--- src/rtl/rpg_pkg.sv ---
package rpg_pkg;
  localparam int unsigned WIDTH_BITS = 20;
  localparam int unsigned REG_BITS   = 32;

  localparam logic [7:0] KEY_ACT_HIGH = 8'hA5;
  localparam logic [7:0] KEY_ACT_LOW  = 8'h5A;
  localparam logic [7:0] KEY_PUSHPULL = 8'hA8;
  localparam logic [7:0] KEY_OPENDRN  = 8'h8A;

  typedef logic [WIDTH_BITS-1:0] width_t;

  typedef struct packed {
    logic   act_high;
    logic   push_pull;
    width_t width;
  } cfg_t;

  // Guarded bit update: only exact key bytes move the bit.
  function automatic logic key_bit(logic cur, logic [7:0] key,
                                   logic [7:0] on_key, logic [7:0] off_key);
    if (key == on_key)  return 1'b1;
    if (key == off_key) return 1'b0;
    return cur;
  endfunction

  function automatic logic [REG_BITS-1:0] pack_readback(cfg_t c);
    return {c.act_high, c.push_pull, {(REG_BITS-2-WIDTH_BITS){1'b0}}, c.width};
  endfunction

  function automatic logic drive_level(logic act_high, logic asserted);
    return asserted ? act_high : ~act_high;
  endfunction
endpackage

--- src/rtl/rpg_cfg_reg.sv ---
module rpg_cfg_reg
  import rpg_pkg::*;
#(
  parameter int unsigned RESET_WIDTH = 255
) (
  input  logic                clk,
  input  logic                rst_n,
  input  logic                wr_en,
  input  logic [REG_BITS-1:0] wr_data,
  output cfg_t                cfg
);
  logic [7:0] key;
  logic [3:0] unused_gap;

  assign key        = wr_data[REG_BITS-1 -: 8];
  assign unused_gap = wr_data[REG_BITS-9 -: 4];

  always_ff @(posedge clk or negedge rst_n) begin
    if (!rst_n) begin
      cfg.act_high  <= 1'b0;
      cfg.push_pull <= 1'b0;
      cfg.width     <= width_t'(RESET_WIDTH);
    end else if (wr_en) begin
      cfg.act_high  <= key_bit(cfg.act_high,  key, KEY_ACT_HIGH, KEY_ACT_LOW);
      cfg.push_pull <= key_bit(cfg.push_pull, key, KEY_PUSHPULL, KEY_OPENDRN);
      cfg.width     <= wr_data[WIDTH_BITS-1:0];
    end
  end
endmodule

--- src/rtl/rpg_pulse_engine.sv ---
module rpg_pulse_engine
  import rpg_pkg::*;
#(
  parameter int unsigned TICK_CYCLES = 50
) (
  input  logic   clk,
  input  logic   rst_n,
  input  logic   trig,
  input  width_t width,
  output logic   active,
  output logic   fire,
  output logic   last_tick
);
  localparam int unsigned DIV_W = (TICK_CYCLES > 1) ? $clog2(TICK_CYCLES) : 1;
  localparam logic [DIV_W-1:0] DIV_LAST = DIV_W'(TICK_CYCLES - 1);

  logic [DIV_W-1:0] div_cnt;
  width_t           remain;
  logic             tick;

  assign fire      = trig & ~active;
  assign tick      = active & (div_cnt == DIV_LAST);
  assign last_tick = tick & (remain == '0);

  always_ff @(posedge clk or negedge rst_n) begin
    if (!rst_n) begin
      active  <= 1'b0;
      remain  <= '0;
      div_cnt <= '0;
    end else if (fire) begin
      active  <= 1'b1;
      remain  <= width;
      div_cnt <= '0;
    end else if (active) begin
      if (tick) begin
        div_cnt <= '0;
        if (remain == '0) active <= 1'b0;
        else              remain <= remain - 1'b1;
      end else begin
        div_cnt <= div_cnt + 1'b1;
      end
    end
  end
endmodule

--- src/rtl/rpg_pad_drive.sv ---
module rpg_pad_drive
  import rpg_pkg::*;
(
  input  logic asserted,
  input  logic act_high,
  input  logic push_pull,
  output logic level,
  output logic oe
);
  assign level = drive_level(act_high, asserted);
  assign oe    = push_pull | asserted;
endmodule

--- src/rtl/rpg_ext_reset.sv ---
module rpg_ext_reset
  import rpg_pkg::*;
#(
  parameter int unsigned TICK_CYCLES = 50,
  parameter int unsigned RESET_WIDTH = 255
) (
  input  logic        clk,
  input  logic        rst_n,
  input  logic        cfg_wr,
  input  logic [31:0] cfg_wdata,
  output logic [31:0] cfg_rdata,
  input  logic        expire,
  output logic        pad_level,
  output logic        pad_oe,
  output logic        busy
);
  cfg_t cfg;
  logic pulse_on;
  logic pulse_fire;
  logic last_tick;

  rpg_cfg_reg #(.RESET_WIDTH(RESET_WIDTH)) u_cfg (
    .clk(clk), .rst_n(rst_n), .wr_en(cfg_wr), .wr_data(cfg_wdata), .cfg(cfg)
  );

  rpg_pulse_engine #(.TICK_CYCLES(TICK_CYCLES)) u_eng (
    .clk(clk), .rst_n(rst_n), .trig(expire), .width(cfg.width),
    .active(pulse_on), .fire(pulse_fire), .last_tick(last_tick)
  );

  rpg_pad_drive u_pad (
    .asserted(pulse_on), .act_high(cfg.act_high), .push_pull(cfg.push_pull),
    .level(pad_level), .oe(pad_oe)
  );

  assign cfg_rdata = pack_readback(cfg);
  assign busy      = pulse_on;
endmodule

--- config.mk ---
export PLATFORM = sky130hd
export DESIGN_NAME = rpg_ext_reset
export DESIGN_NICKNAME = d
export VERILOG_FILES = /design/src/rtl/rpg_pkg.sv /design/src/rtl/rpg_cfg_reg.sv /design/src/rtl/rpg_pulse_engine.sv /design/src/rtl/rpg_pad_drive.sv /design/src/rtl/rpg_ext_reset.sv
export SDC_FILE = /design/constraint.sdc
export NUM_CORES = 1
export LEC_CHECK = 0
export ABC_AREA = 1
export BUFFER_PORTS_ARGS = -buffer_cell sky130_fd_sc_hd__buf_2
export CORE_ASPECT_RATIO = 1.2
export CORE_MARGIN = 4
export CORE_UTILIZATION = 45
export DETAILED_ROUTE_END_ITERATION = 12
export PLACE_DENSITY = 0.78
export SYNTH_ARGS = -nofsm -noshare
export SYNTH_HDL_FRONTEND = slang
export SYNTH_SLANG_ARGS = --single-unit
--- constraint.sdc ---
create_clock -name clk -period 2.38 [get_ports clk]
set_clock_uncertainty 0.05 [all_clocks]
set_input_delay 0.238 -clock clk [delete_from_list [all_inputs] [get_ports clk]]
set_output_delay 0.238 -clock clk [all_outputs]
set_load 0.02 [all_outputs]
======== Word level (Yosys, flattened, before mapping) ========
Index checks and enable logic that the tools add are counted.
W data, S select, Z words.
storage, ports and cells
  register bits ........................... 49
  input bits .............................. 36
  output and inout port bits .............. 35
  logic and storage cells ................. 57
cells by class
  $add $sub $neg .......................... 2
  equality and inequality tests ........... 6
  multiplexer cells ....................... 30
  bitwise gates (word level) .............. 5
  reduce and logical (&&, ||, !) cells .... 8
operator list
  kind                     count
  $mux W20                 4
  $eq A8 B8 Y1 const B     3
  $mux W1                  23
  $logic_not A20 Y1        1
  $sub A20 B1 Y20 const B  1
  $mux W6                  3
  $eq A8 B7 Y1 const B     1
  $reduce_bool A2 Y1       4
  $add A6 B1 Y6 const B    1
  $eq A6 B6 Y1 const B     1
  $reduce_and A2 Y1        2
  $reduce_and A3 Y1        1
  $and A1 B1 Y1            2
  $ne A2 B2 Y1 const B     1
  $not A1 Y1               2
  $or A1 B1 Y1             1

======== Depth between registers and ports, before layout ========
Gate-level depths: netlist (run 1).
  depth after elaboration ................. 7
  depth in mapped cells ................... 10
  depth with buffers taken out ............ 10

======== Hierarchy ========
Synthesis (run 1) repeated with hierarchy kept, for this count alone.
unflattened totals
  cell total of the unflattened synthesis .. 429
  area total of the unflattened synthesis .. 3057.9 µm²
by module, submodules not included
  module            instances  cells each  area each (µm²)  seq. area each (µm²)
  rpg_pulse_engine  1          298         2033.2           675.6
  rpg_cfg_reg       1          114         920.9            560.5
  rpg_ext_reset     1          11          78.8             0.0
  rpg_pad_drive     1          6           25.0             0.0

======== Worst setup path after synthesis (run 1) ========
Ideal clock, no wire load.
  path type ............................... register to register
  start ................................... register u_eng.div_cnt[1]
  end ..................................... register u_eng.remain[15]
  library setup time ...................... 0.069 ns
  arrival ................................. 1.371 ns
  required time ........................... 2.261 ns
  setup slack ............................. 0.890 ns
  cell stages (with the launch flop) ...... 10
  buffers on the path ..................... 1
  period minus slack after synthesis ...... 1.490 ns
  cells stage by stage .................... dfrtp_1 -> inv_1 -> ha_1 -> inv_1 -> nor2_1 -> nand4_2 -> a21oi_2 -> buf_4 -> nand3_1 -> nand3_1
between the ends
  word-level cells in the longest chain between the ends .. 4
RTL lines
  element                              line                    source
  start: declaration                   rpg_pulse_engine.sv:17  logic [DIV_W-1:0] div_cnt;
  start signal: assignment             rpg_pulse_engine.sv:40  div_cnt <= div_cnt + 1'b1;
  $eq A6 B6 Y1                         rpg_pulse_engine.sv:22  assign tick = active & (div_cnt == DIV_LAST);
  $and A1 B1 Y1                        rpg_pulse_engine.sv:22
  $reduce_bool A2 Y1 (no source line)  --
  $reduce_and A3 Y1 (no source line)   --
  end signal: assignment               rpg_pulse_engine.sv:32  remain <= width;
  end signal: assignment               rpg_pulse_engine.sv:38  else remain <= remain - 1'b1;
  end: declaration                     rpg_pulse_engine.sv:18  width_t remain;
No other way between the ends.
A chain may end at the register's enable or synchronous reset.

======== Final worst setup path (run 1) ========
  start ................................... register u_eng.div_cnt[1]
  end ..................................... register u_eng.remain[13]
The elaborated chain is that of the path after synthesis.

==> results of run 1 <==
cell usage after synthesis (2+ instances only):
library cell  instances  area (µm²)
o22ai_1               4        25.0
buf_4                13        97.6
xnor2_1               5        43.8
nand4_1               8        50.1
o21ai_1               2        10.0
o21ai_0               8        40.0
nand3_1              52         260
nand2_1             150         563
inv_1                28         105
nor2_4                2        22.5
nor2_2                2        12.5
inv_2                 2        7.51
buf_2                 2        10.0
dfrtp_1              41        1030
ha_1                  4        50.1
nor2_1               32         120
nand3b_1              5        37.5
nor3_1                6        30.0
xor2_1                6        52.6
dfstp_2               8         210
clkbuf_1              7        26.3
through the flow:
step	cell area, µm²	total power, µW	worst slack, ns	instances	util [%]
2_1_floorplan	2950	2290	0.890	408	-
3_3_place_gp	3230	2540	0.641	529	52.3
3_5_place_dp	3230	2590	0.589	529	52.3
4_1_cts	3370	3310	0.572	538	54.7
5_1_grt	3370	3590	0.379	538	54.7
6_report	3370	3300	0.581	538	54.7
layout make-up:
class | instances | share of cell area [%]
clock inverter | 3 | 2.04
sequential | 49 | 36.6
inverter | 31 | 3.45
tap | 82 | 3.04
clock buffer | 5 | 2.04
timing repair buffer | 63 | 9.94
multi-input combinational | 305 | 42.8
per-layer routing:
metal	global-route usage [%]	wire [µm]	vias to the layer above	part of all wire, %
met2	34.4	3510	71	52
met1	22.1	2770	1295	41
met4	6.34	129	0	1.9
met5	0	0	-	0
met3	2.72	313	17	4.7
li1	-	-	1367	-
power by group through the flow:
stage	registers, µW	clock network, µW	logic [µW]
after detailed placement	1390	0	1200
after CTS	1380	724	1210
after global placement	1380	0	1160
final	1380	715	1210
after floorplan	1360	0	922
after global routing	1420	752	1410
repair_timing:
action	in CTS	in global routing
hold endpoints to repair	26	0
resized for setup	0	0
hold buffers	1	0
setup buffers	0	0
worst paths after layout:
path	end	start	cells past startpoint	slack [ns]
setup reg to reg	u_eng.remain[13]	u_eng.div_cnt[1]	9	0.58
setup / recovery	u_eng.remain[13]	u_eng.div_cnt[1]	9	0.58
hold reg to reg	u_cfg.cfg[2]	u_cfg.cfg[2]	2	0.42
hold / removal	u_cfg.cfg[4]	cfg_wdata[4]	3	0.07
max in group asynchronous	u_cfg.cfg[2]	rst_n	3	1.16
min in group asynchronous	u_eng.remain[19]	rst_n	2	0.45
sequential cells by signal, indices dropped and copies added, names as in the netlist:
| signal | count |
|---|---|
| u_eng.active | 1 |
| u_cfg.cfg | 22 |
| u_eng.remain | 20 |
| u_eng.div_cnt | 6 |
cells by family after synthesis:
kind of cell | count (synthesis) | share of synthesized area, %
flip-flops | 49 | 42.4
buffers and inverters | 54 | 9.11
adder cells (fa/ha/maj) | 4 | 1.72
other | 1 | 0.129
XOR/XNOR | 11 | 3.31
AND/OR/NAND/NOR | 263 | 39.9
AO/OA/AOI/OAI | 17 | 3.39
worst reg2reg max path: cells and delay by family, from the launching register on:
kind / cells / cell delay (ns)
AO/OA/AOI/OAI: 1 / 0.33
adder cells (fa/ha/maj): 1 / 0.14
buffers and inverters: 3 / 0.35
flip-flops: 1 / 0.40
AND/OR/NAND/NOR: 4 / 0.46
==> results.txt, run 1 <==
----------------------------------------------------
[Clock tree]
  Root buffer cell ... clkbuf_8
  Number of buffers created by CTS ... 5
  Worst-case clock buffer depth ... 2
  TritonCTS clock tree ... built
  Clock edge transition at the registers on the reported setup and hold paths ... 0.09 ns
  Sinks on Clock Net ... 49
  Number of H-tree levels ... 2
  Worst-Skew Late Latency ... 0.31 ns

[Timing]
  Post-route clock period utilization ... 75.6%
  Total negative setup slack ... 0 ns
  Min Tclk post-route ... 1.80 ns
  Hold slack final ... 0.0681 ns
  Tightest slew margin relative to the limit ... 55.3%
  Worst slew pin tran ... 0.670 ns
  Count of endpoints failing setup in the final report ... 0
  RSZ-0062 raised after global routing ... false
  Maximum clock rate ... 0.556 GHz
  Final Max Slew Viols ... 0
  Final Hold Viols ... 0

[Layout]
  Layout cells sized above 1 ... 19.7%
  Most common library cell in the layout ignoring fill and taps ... nand2_1
  Area taken by multi-input logic gates ... 1450 µm²
  Area growth, synth to finish ... 15.8%
  Register Area ... 1240 µm²
  Leading cell types in the layout, fill and taps excluded ... nand2_1, buf_2, nand3_1
  Post-layout nets ... 495
  Diode insertion count for antenna repair ... 0
  # fillers ... 579

[Logic synthesis]
  Library cells used by synthesis ... 33
  Flip-flop and latch count after synthesis ... 49
  Count of flip-flops with a built-in enable after synthesis ... 0
  Synthesized area ... 2910 µm²
  Cell count after synthesis ... 399
  Proportion of register bits with asynchronous set or reset after synthesis ... 100%
  Main synth FF type ... dfrtp_1
  Synthesized area per cell ... 7.30 µm²
  Number of synthesis warnings ... 0
  Sequential cell area fraction in the yosys report ... 42.4%

[Drt]
  Average wire per standard cell ... 12.5 µm
  Initial DRT Pass Iterations ... 4
  Total detailed-routing wirelength ... 6730 µm
  Via count ... 2,750
  Number of routed nets with antenna violations ... 0
  DRC Markers ... 0
  Post-detailed-route via-to-cell ratio ... 5.11
  Violation count after the first detailed-route iteration ... 203

[Setup path]
  Crit path kind ... flip-flop to flip-flop
  Startpoint type of the worst setup path ... flip-flop
  Cells along the critical path ... inv_1 > ha_1 > inv_1 > nor2_1 > nand4_2 > a21oi_2 > buf_4 > nand2_1 > nand3_1
  Signal arrival time at the worst endpoint ... 1.99 ns
  Nature of the critical path endpoint ... flip-flop
  Largest delay share family, worst path ... simple AND/OR/NAND/NOR gates
  Endpoint required time on the critical path ... 2.58 ns
  Critical path's slowest cell ... dfrtp_1
  Buffers plus inverters on the worst setup path ... 3
  Cell mode on critical path ... inv_1
  Highest fanout seen on the critical path ... 9
  CP max stage delay ... 0.40 ns

[Min path]
  Class of the most critical hold timing path ... input port to flip-flop

[Global route]
  Sum of overflow across all layers after global routing ... 0
  Wire length of the first global-routing pass ... 11,800 µm
  Vias in the first global route ... 2,784
  Maximum number of pins on one net before global-route repair ... 30
  Number of antenna violations at the first check in global routing ... 0
  Global routing usage summed across all routing layers ... 18.8%

[Pwr]
  Internal Power ... 1980 µW
  Power dissipated by switching net loads ... 1320 µW
  Fraction of power spent switching nets ... 39.9%
  Sequential Power Share ... 41.7%
  Combinational group share of total power ... 36.6%
  Standby leakage power ... 0.00175 µW
  Relative contribution of the clock network to total power ... 21.7%
  Pwr per Cell Area ... 978 nW/µm²
  Peak supply drop ... 0.000508 V

[Floorplan]
  Initial standard-cell utilization of the core ... 47.2%
  I/O pin cnt ... 71
  Die width ... 81.4 µm
  Floorplan die area ... 7830 µm²
  Site row count ... 31
  Core area ... 6170 µm²
  Die H ... 96.1 µm

[Place]
  GPL Wtd Cong ... 0.958
  Half-perimeter wire length after detailed placement ... 5150 µm
  Buffers added on ports ... 56

[Status]
  Run status ... completed

[Run]
  Max-capacitance violation count ... 0

----------------------------------------------------
Note: power is estimated with default switching activity, not from simulation.
==> run 2: changes to the inputs <==
ABC_AREA = 0   (was 1)
PLACE_DENSITY = 0.79   (was 0.78)
clock period = 1.75 ns   (was 2.38 ns; I/O delays follow)
==> run 2 against run 1 <==
  * Synthesized cell count is 33% lower
  * Setup slack worse by 1.1 ns
  * Cell count shrank 12%
  * Non-clock buffer count is 66 higher
  * Global-route usage grew 0.91 points
  * Combinational power rose by 62%
  * Routed wire length is 11% higher
  * The flow now finishes with violations (negative setup slack)
  * Core utilization increased by 11 points
  * Largest power group is now combinational cells
  * Largest cell class unchanged
  * Sequential share of layout area down 3.8 points
  * Via count decreased by 6.9%
  * Critical path type unchanged
==> results.txt, run 2 <==
----------------------------------------------------
[Layout]
  Post-layout nets ... 432 (-13%)
  Non-filler instance count after layout ... 473 (-12%)
  Diode insertion count for antenna repair ... 0 (unchanged)
  # fillers ... 467 (-19%)
  Register Area ... 1240 µm² (unchanged)
  Fin area ... 3770 µm² (+12%)
  Regs by FF count ... u_cfg.cfg x22, u_eng.remain x20, u_eng.div_cnt x6
  Layout cells sized above 1 ... 49.9% (+30 points)
  Reg with most FFs ... u_cfg.cfg
  Area taken by multi-input logic gates ... 1430 µm² (-0.87%)
  Area growth, synth to finish ... 39.9%
  Number of flip-flops in the largest register ... 22 (unchanged)
  Most common library cell in the layout ignoring fill and taps ... buf_4
  Final cell utilization of the core ... 65.6% (+11 points)
  Leading cell types in the layout, fill and taps excluded ... buf_4, buf_2, dfrtp_1

[Logic synthesis]
  Number of synthesis warnings ... 0 (unchanged)
  Synth top area share ... 38.1% (+2.9 points)
  Synthesized area per cell ... 10.0 µm² (+37%)
  Count of flip-flops with a built-in enable after synthesis ... 0 (unchanged)
  Proportion of register bits with asynchronous set or reset after synthesis ... 100% (unchanged)
  Synthesized area ... 2690 µm² (-7.5%)
  Main synth FF type ... dfrtp_1
  Synth top area cells ... dfrtp_1, mux2_2, dfstp_2
  Sequential cell area fraction in the yosys report ... 45.9% (+3.4 points)
  Library cells used by synthesis ... 55 (+67%)
  Leading post-synthesis cells by instance count ... dfrtp_1, nand2_1, mux2_2, nor2_1, o21ai_0
  Flip-flop and latch count after synthesis ... 49 (unchanged)
  Count leader, synth ... dfrtp_1
  Cell count after synthesis ... 269 (-33%)
  Largest area contributor in the synthesized netlist ... dfrtp_1

[Floorplan]
  I/O pin cnt ... 71 (unchanged)
  Site row count ... 30 (-3.2%)
  Floorplan die area ... 7290 µm² (-6.9%)
  Core area ... 5740 µm² (-6.9%)
  Initial standard-cell utilization of the core ... 46.9% (-0.32 points)
  Die H ... 92.8 µm (-3.5%)
  Die width ... 78.6 µm (-3.5%)

[Clock tree]
  Number of H-tree levels ... 2 (unchanged)
  Root buffer cell ... clkbuf_8
  Sinks on Clock Net ... 49 (unchanged)
  Worst-case clock buffer depth ... 2 (unchanged)
  Clock edge transition at the registers on the reported setup and hold paths ... 0.10 ns (about the same)
  Worst-Skew Late Latency ... 0.31 ns (about the same)
  TritonCTS clock tree ... built
  Number of buffers created by CTS ... 5 (unchanged)

[Setup path]
  Setup slack of the worst register-to-register path ... -0.48 ns (-1.06 ns)
  Signal arrival time at the worst endpoint ... 2.41 ns (+0.42 ns)
  Origin of the critical flop-to-flop path ... u_eng.remain[14]
  Cells along the critical path ... or4_4 > or4_4 > o31ai_4 > buf_4 > o21ai_0 > o211ai_1
  Startpoint type of the worst setup path ... flip-flop
  Worst reg2reg endpoint ... u_eng.remain[15]
  CP max stage delay ... 0.53 ns (+0.13 ns)
  Nature of the critical path endpoint ... flip-flop
  Endpoint required time on the critical path ... 1.92 ns (-0.66 ns)
  Crit path kind ... flip-flop to flip-flop
  Cell mode on critical path ... or4_4
  R2R depth ... 6 (-3)
  Crit path from ... u_eng.remain[14]
  Critical path's slowest cell ... or4_4
  Worst setup endpoint ... u_eng.remain[15]
  Highest fanout seen on the critical path ... 5 (-4)

[Drt]
  Total detailed-routing wirelength ... 7440 µm (+11%)
  DRC Markers ... 0 (unchanged)
  Number of routed nets with antenna violations ... 0 (unchanged)
  Violation count after the first detailed-route iteration ... 155 (-24%)
  Initial DRT Pass Iterations ... 4 (unchanged)
  Post-detailed-route via-to-cell ratio ... 5.41 (+5.9%)
  Via count ... 2,561 (-6.9%)
  Average wire per standard cell ... 15.7 µm (+26%)

[Global route]
  Number of antenna violations at the first check in global routing ... 0 (unchanged)
  Sum of overflow across all layers after global routing ... 0 (unchanged)
  Maximum number of pins on one net before global-route repair ... 30 (unchanged)
  Vias in the first global route ... 2,567 (-7.8%)
  Global routing usage summed across all routing layers ... 19.7% (+0.91 points)
  Wire length of the first global-routing pass ... 11,500 µm (-2.2%)

[Timing]
  Tightest slew margin relative to the limit ... 65.9% (+11 points)
  Final Max Slew Viols ... 0 (unchanged)
  Maximum clock rate ... 0.448 GHz (-19%)
  Worst setup margin ... -0.482 ns (-1.06 ns)
  Final Hold Viols ... 0 (unchanged)
  Min Tclk post-route ... 2.23 ns (+0.433 ns)
  Post-route clock period utilization ... 128% (+52 points)
  Worst slew pin tran ... 0.511 ns (-0.158 ns)
  Count of endpoints failing setup in the final report ... 21 (+21)
  RSZ-0062 raised after global routing ... true
  Total negative setup slack ... -8.45 ns (-8.45 ns)

[Place]
  Half-perimeter wire length after detailed placement ... 5350 µm (+4.1%)
  DP Cell Count ... 455 (-14%)
  GPL Wtd Cong ... 0.874 (-8.8%)
  Buffers added on ports ... 56 (unchanged)
  Placed Area ... 3440 µm² (+6.7%)

[Pwr]
  Post-route total power ... 4310 µW (+31%)
  Pwr per Cell Area ... 1140 nW/µm² (+17%)
  Peak supply drop ... 0.000644 V (+27%)
  Standby leakage power ... 0.00169 µW (-3.1%)

[Run]
  Max-capacitance violation count ... 0 (unchanged)

[Status]
  Violated checks ... negative setup slack
  Run status ... complete, but fails checks

[Min path]
  Class of the most critical hold timing path ... input port to flip-flop
  Worst hold start ... cfg_wdata[1]

----------------------------------------------------
## run 2: cell count changes after synthesis, sizes merged, moves of 6 or more
cell | before | now
nand2 | 153 | 25
nand3 | 53 | 14
inv | 30 | 9
mux2 | 0 | 20
nor2 | 36 | 19
o21ai | 10 | 23
a22oi | 0 | 8
or4 | 0 | 8
a21oi | 1 | 8
nand4 | 9 | 3
## run 2: through the flow
stage               worst slack [ns]  hold slack (ns)
detailed placement            -0.509            0.127
global route                  -0.536           0.0295
global placement              -0.485            0.113
finish                        -0.482           0.0376
CTS                           -0.497           0.0361
floorplan                     -0.519           -0.171
## run 2: area by class of cell
type / instances / share of cell area, %
well taps: 80 / 2.66
flip-flops and latches: 49 / 32.8
clock buffers: 6 / 1.93
repair buffers: 129 / 23.4
multi-input cells: 198 / 38.0
inverters: 9 / 0.897
clock inverters: 2 / 0.266
## run 2: critical path, delay by kind of cell (launching register included)
family / cells / cell delay (ns)
flip-flops: 1 / 0.39
AO/OA/AOI/OAI: 3 / 0.48
buffers and inverters: 1 / 0.21
AND/OR/NAND/NOR: 2 / 1.02
## run 2: worst min path at each step
stage / endpoint / depth (start not counted) / slack (ns)
2_1_floorplan: u_cfg.cfg[10] / 0 / -0.17
3_3_place_gp: u_eng.div_cnt[1] / 1 / 0.11
3_5_place_dp: u_eng.div_cnt[1] / 1 / 0.13
4_1_cts: u_cfg.cfg[1] / 2 / 0.04
5_1_grt: u_cfg.cfg[14] / 2 / 0.03
6_report: u_cfg.cfg[1] / 2 / 0.04
## run 2: layer usage
layer	global-route usage (%)	up-vias	routed length, µm
met5	0	-	0
met4	6.85	0	134
met3	4.18	13	277
met2	35.3	58	4030
met1	22.8	1272	3000
li1	-	1218	-
## run 2: what timing repair did
item | 4_1_cts | 5_1_grt
buffers inserted | 3 | 5
endpoints found under the setup margin | 20 | 22
hold endpoints to repair | 17 | 0
pin swaps | 7 | 11
gates cloned | 0 | 1
hold buffers | 1 | 0
resized for setup | 9 | 24
## run 2: logic make-up after synthesis
| group | count (synthesis) | synth area share [%] |
|---|---|---|
| other cells | 1 | 0.139 |
| simple gates | 96 | 18.8 |
| fa+ha+maj | 4 | 1.86 |
| buf+inv | 32 | 7.15 |
| xor+xnor | 3 | 0.976 |
| compound gates | 64 | 16.8 |
| flops | 49 | 45.9 |
| mux | 20 | 8.36 |
## run 2: power breakdown
group          internal (µW)  switching, µW  total (µW)
Sequential              1460            229        1690
Clock                    278            388         666
Combinational            994            963        1960
Total                   2730           1580        4310
==> run 3: changes to the inputs <==
CTS_BUF_LIST = sky130_fd_sc_hd__clkbuf_8   (was unset)
==> run 3 against run 2 <==
  * Cell area stayed put
  * First-iteration DRC count is 9.0% lower
  * Largest cell class unchanged
  * Global-route usage stayed put
  * Clock power is 0.9% lower
  * Core utilization stayed put
  * Count of clock-buffer cells in the layout is 1 lower
  * Maximum frequency hardly changed
  * Register-to-register slack hardly changed
  * Critical path type unchanged
  * The run still ends with negative setup slack left
==> results.txt, run 3 (same netlist as run 2, synthesis figures left out) <==
----------------------------------------------------
[Global route]
  Number of antenna violations at the first check in global routing ... 0 (unchanged)
  Global routing usage summed across all routing layers ... 19.7% (unchanged)
  Wire length of the first global-routing pass ... 11,500 µm (unchanged)
  Sum of overflow across all layers after global routing ... 0 (unchanged)
  Vias in the first global route ... 2,567 (unchanged)
  Maximum number of pins on one net before global-route repair ... 30 (unchanged)

[Timing]
  Total negative setup slack ... -8.45 ns (-0.00320 ns)
  Worst setup margin ... -0.482 ns (-0.0000490 ns)
  Maximum clock rate ... 0.448 GHz (about the same)
  Final Max Slew Viols ... 0 (unchanged)
  RSZ-0062 raised after global routing ... true
  Post-route clock period utilization ... 128% (about the same)
  Tightest slew margin relative to the limit ... 65.9% (about the same)
  Final Hold Viols ... 0 (unchanged)
  Count of endpoints failing setup in the final report ... 21 (unchanged)
  Min Tclk post-route ... 2.23 ns (+0.0000490 ns)
  Worst slew pin tran ... 0.511 ns (-0.000509 ns)

[Status]
  Violated checks ... negative setup slack
  Run status ... complete, but fails checks

[Place]
  Buffers added on ports ... 56 (unchanged)
  GPL Wtd Cong ... 0.874 (unchanged)
  Half-perimeter wire length after detailed placement ... 5350 µm (unchanged)

[Clock tree]
  Sinks on Clock Net ... 49 (unchanged)
  Clock edge transition at the registers on the reported setup and hold paths ... 0.10 ns (about the same)
  TritonCTS clock tree ... built
  Number of buffers created by CTS ... 5 (unchanged)
  Worst-Skew Late Latency ... 0.31 ns (about the same)
  Root buffer cell ... clkbuf_8
  Number of H-tree levels ... 2 (unchanged)
  Worst-case clock buffer depth ... 2 (unchanged)

[Layout]
  Diode insertion count for antenna repair ... 0 (unchanged)
  Layout cells sized above 1 ... 49.9% (unchanged)
  Area taken by multi-input logic gates ... 1430 µm² (unchanged)
  Reg with most FFs ... u_cfg.cfg
  Final cell utilization of the core ... 65.6% (unchanged)
  Post-layout nets ... 432 (unchanged)
  Leading cell types in the layout, fill and taps excluded ... buf_4, buf_2, dfrtp_1
  Register Area ... 1240 µm² (unchanged)
  # fillers ... 467 (unchanged)
  Area growth, synth to finish ... 39.9% (unchanged)
  Most common library cell in the layout ignoring fill and taps ... buf_4
  Regs by FF count ... u_cfg.cfg x22, u_eng.remain x20, u_eng.div_cnt x6
  Number of flip-flops in the largest register ... 22 (unchanged)

[Floorplan]
  Die H ... 92.8 µm (unchanged)
  Floorplan die area ... 7290 µm² (unchanged)
  Die width ... 78.6 µm (unchanged)
  Core area ... 5740 µm² (unchanged)
  Initial standard-cell utilization of the core ... 46.9% (unchanged)
  Site row count ... 30 (unchanged)
  I/O pin cnt ... 71 (unchanged)

[Drt]
  Initial DRT Pass Iterations ... 4 (unchanged)
  Violation count after the first detailed-route iteration ... 141 (-9.0%)
  DRC Markers ... 0 (unchanged)
  Total detailed-routing wirelength ... 7430 µm (-0.12%)
  Post-detailed-route via-to-cell ratio ... 5.38 (-0.59%)
  Number of routed nets with antenna violations ... 0 (unchanged)
  Average wire per standard cell ... 15.7 µm (-0.12%)
  Via count ... 2,546 (-0.59%)

[Setup path]
  Signal arrival time at the worst endpoint ... 2.41 ns (about the same)
  Startpoint type of the worst setup path ... flip-flop
  Cells along the critical path ... or4_4 > or4_4 > o31ai_4 > buf_4 > o21ai_0 > o211ai_1
  Origin of the critical flop-to-flop path ... u_eng.remain[14]
  Cell mode on critical path ... or4_4
  Highest fanout seen on the critical path ... 5 (unchanged)
  Critical path's slowest cell ... or4_4
  R2R depth ... 6 (unchanged)
  CP max stage delay ... 0.53 ns (about the same)
  Endpoint required time on the critical path ... 1.92 ns (about the same)
  Crit path kind ... flip-flop to flip-flop
  Nature of the critical path endpoint ... flip-flop
  Crit path from ... u_eng.remain[14]

[Pwr]
  Standby leakage power ... 0.00170 µW (+0.24%)
  Pwr per Cell Area ... 1140 nW/µm² (-0.11%)
  Peak supply drop ... 0.000644 V (about the same)

[Min path]
  Worst hold start ... cfg_wdata[1]
  Cells on Worst Hold Path ... 2 (unchanged)
  Class of the most critical hold timing path ... input port to flip-flop

[Run]
  Max-capacitance violation count ... 0 (unchanged)

----------------------------------------------------
==> run 3: cell types whose count changed in the layout (fill, tap and decap cells not counted) <==
| cell | before | now |
|---|---|---|
| clkbuf_1 | 1 | 0 |
| inv_1 | 9 | 10 |
==> run 3: stage by stage <==
step | hold WS (ns) | cells | total power, µW | area [µm²] | setup slack, ns
floorplan | -0.171 | 278 | 2550 | 2730 | -0.519
CTS | 0.0348 | 467 | 4130 | 3600 | -0.499
detailed placement | 0.127 | 455 | 3430 | 3440 | -0.509
finish | 0.0376 | 473 | 4300 | 3770 | -0.482
global placement | 0.113 | 455 | 3360 | 3440 | -0.485
global route | 0.0294 | 473 | 4570 | 3770 | -0.536
==> run 3: critical path, delay by kind of cell, from the launching register on <==
family                 cells  cell delay (ns)
AND/OR/NAND/NOR            2             1.02
buffers and inverters      1             0.21
AO/OA/AOI/OAI              3             0.48
flip-flops                 1             0.39
==> run 3: area by class of cell <==
type	instances	area share [%]
Multi-Input combinational cell	198	38.0
Clock inverter	3	0.365
Tap cell	80	2.66
Sequential cell	49	32.8
Clock buffer	5	1.83
Inverter	9	0.897
Timing Repair Buffer	129	23.4
==> run 3: worst paths after layout <==
check / endpoint / slack (ns)
worst min register to register: u_eng.remain[10] / 0.46
worst max-delay path: u_eng.remain[15] / -0.48
min in group asynchronous: u_cfg.cfg[19] / 0.31
worst max register to register: u_eng.remain[15] / -0.48
worst min-delay path: u_cfg.cfg[1] / 0.04
max in group asynchronous: u_cfg.cfg[5] / 0.73
==> run 3: layer usage <==
layer  share of wire, %  global-route usage [%]  wire length, µm  vias to the layer above
met1                 40                    22.8             2990                     1255
met3                4.1                    4.18              303                       13
met2                 54                    35.3             4010                       60
li1                   -                       -                -                     1218
met4                1.8                    6.85              133                        0
met5                  0                       0                0                        -
==> run 3: report_power, final <==
part	internal (µW)	switching, µW
clock	272	388
combinational	994	965
sequential	1460	228
total	2720	1580
==> run 3: repair_timing <==
action / 4_1_cts / 5_1_grt
endpoints found under the hold margin: 17 / 0
gates cloned: 0 / 1
resized for setup: 9 / 24
endpoints found under the setup margin: 20 / 22
setup buffers: 3 / 5
pin swaps: 7 / 11
hold buffers: 1 / 0
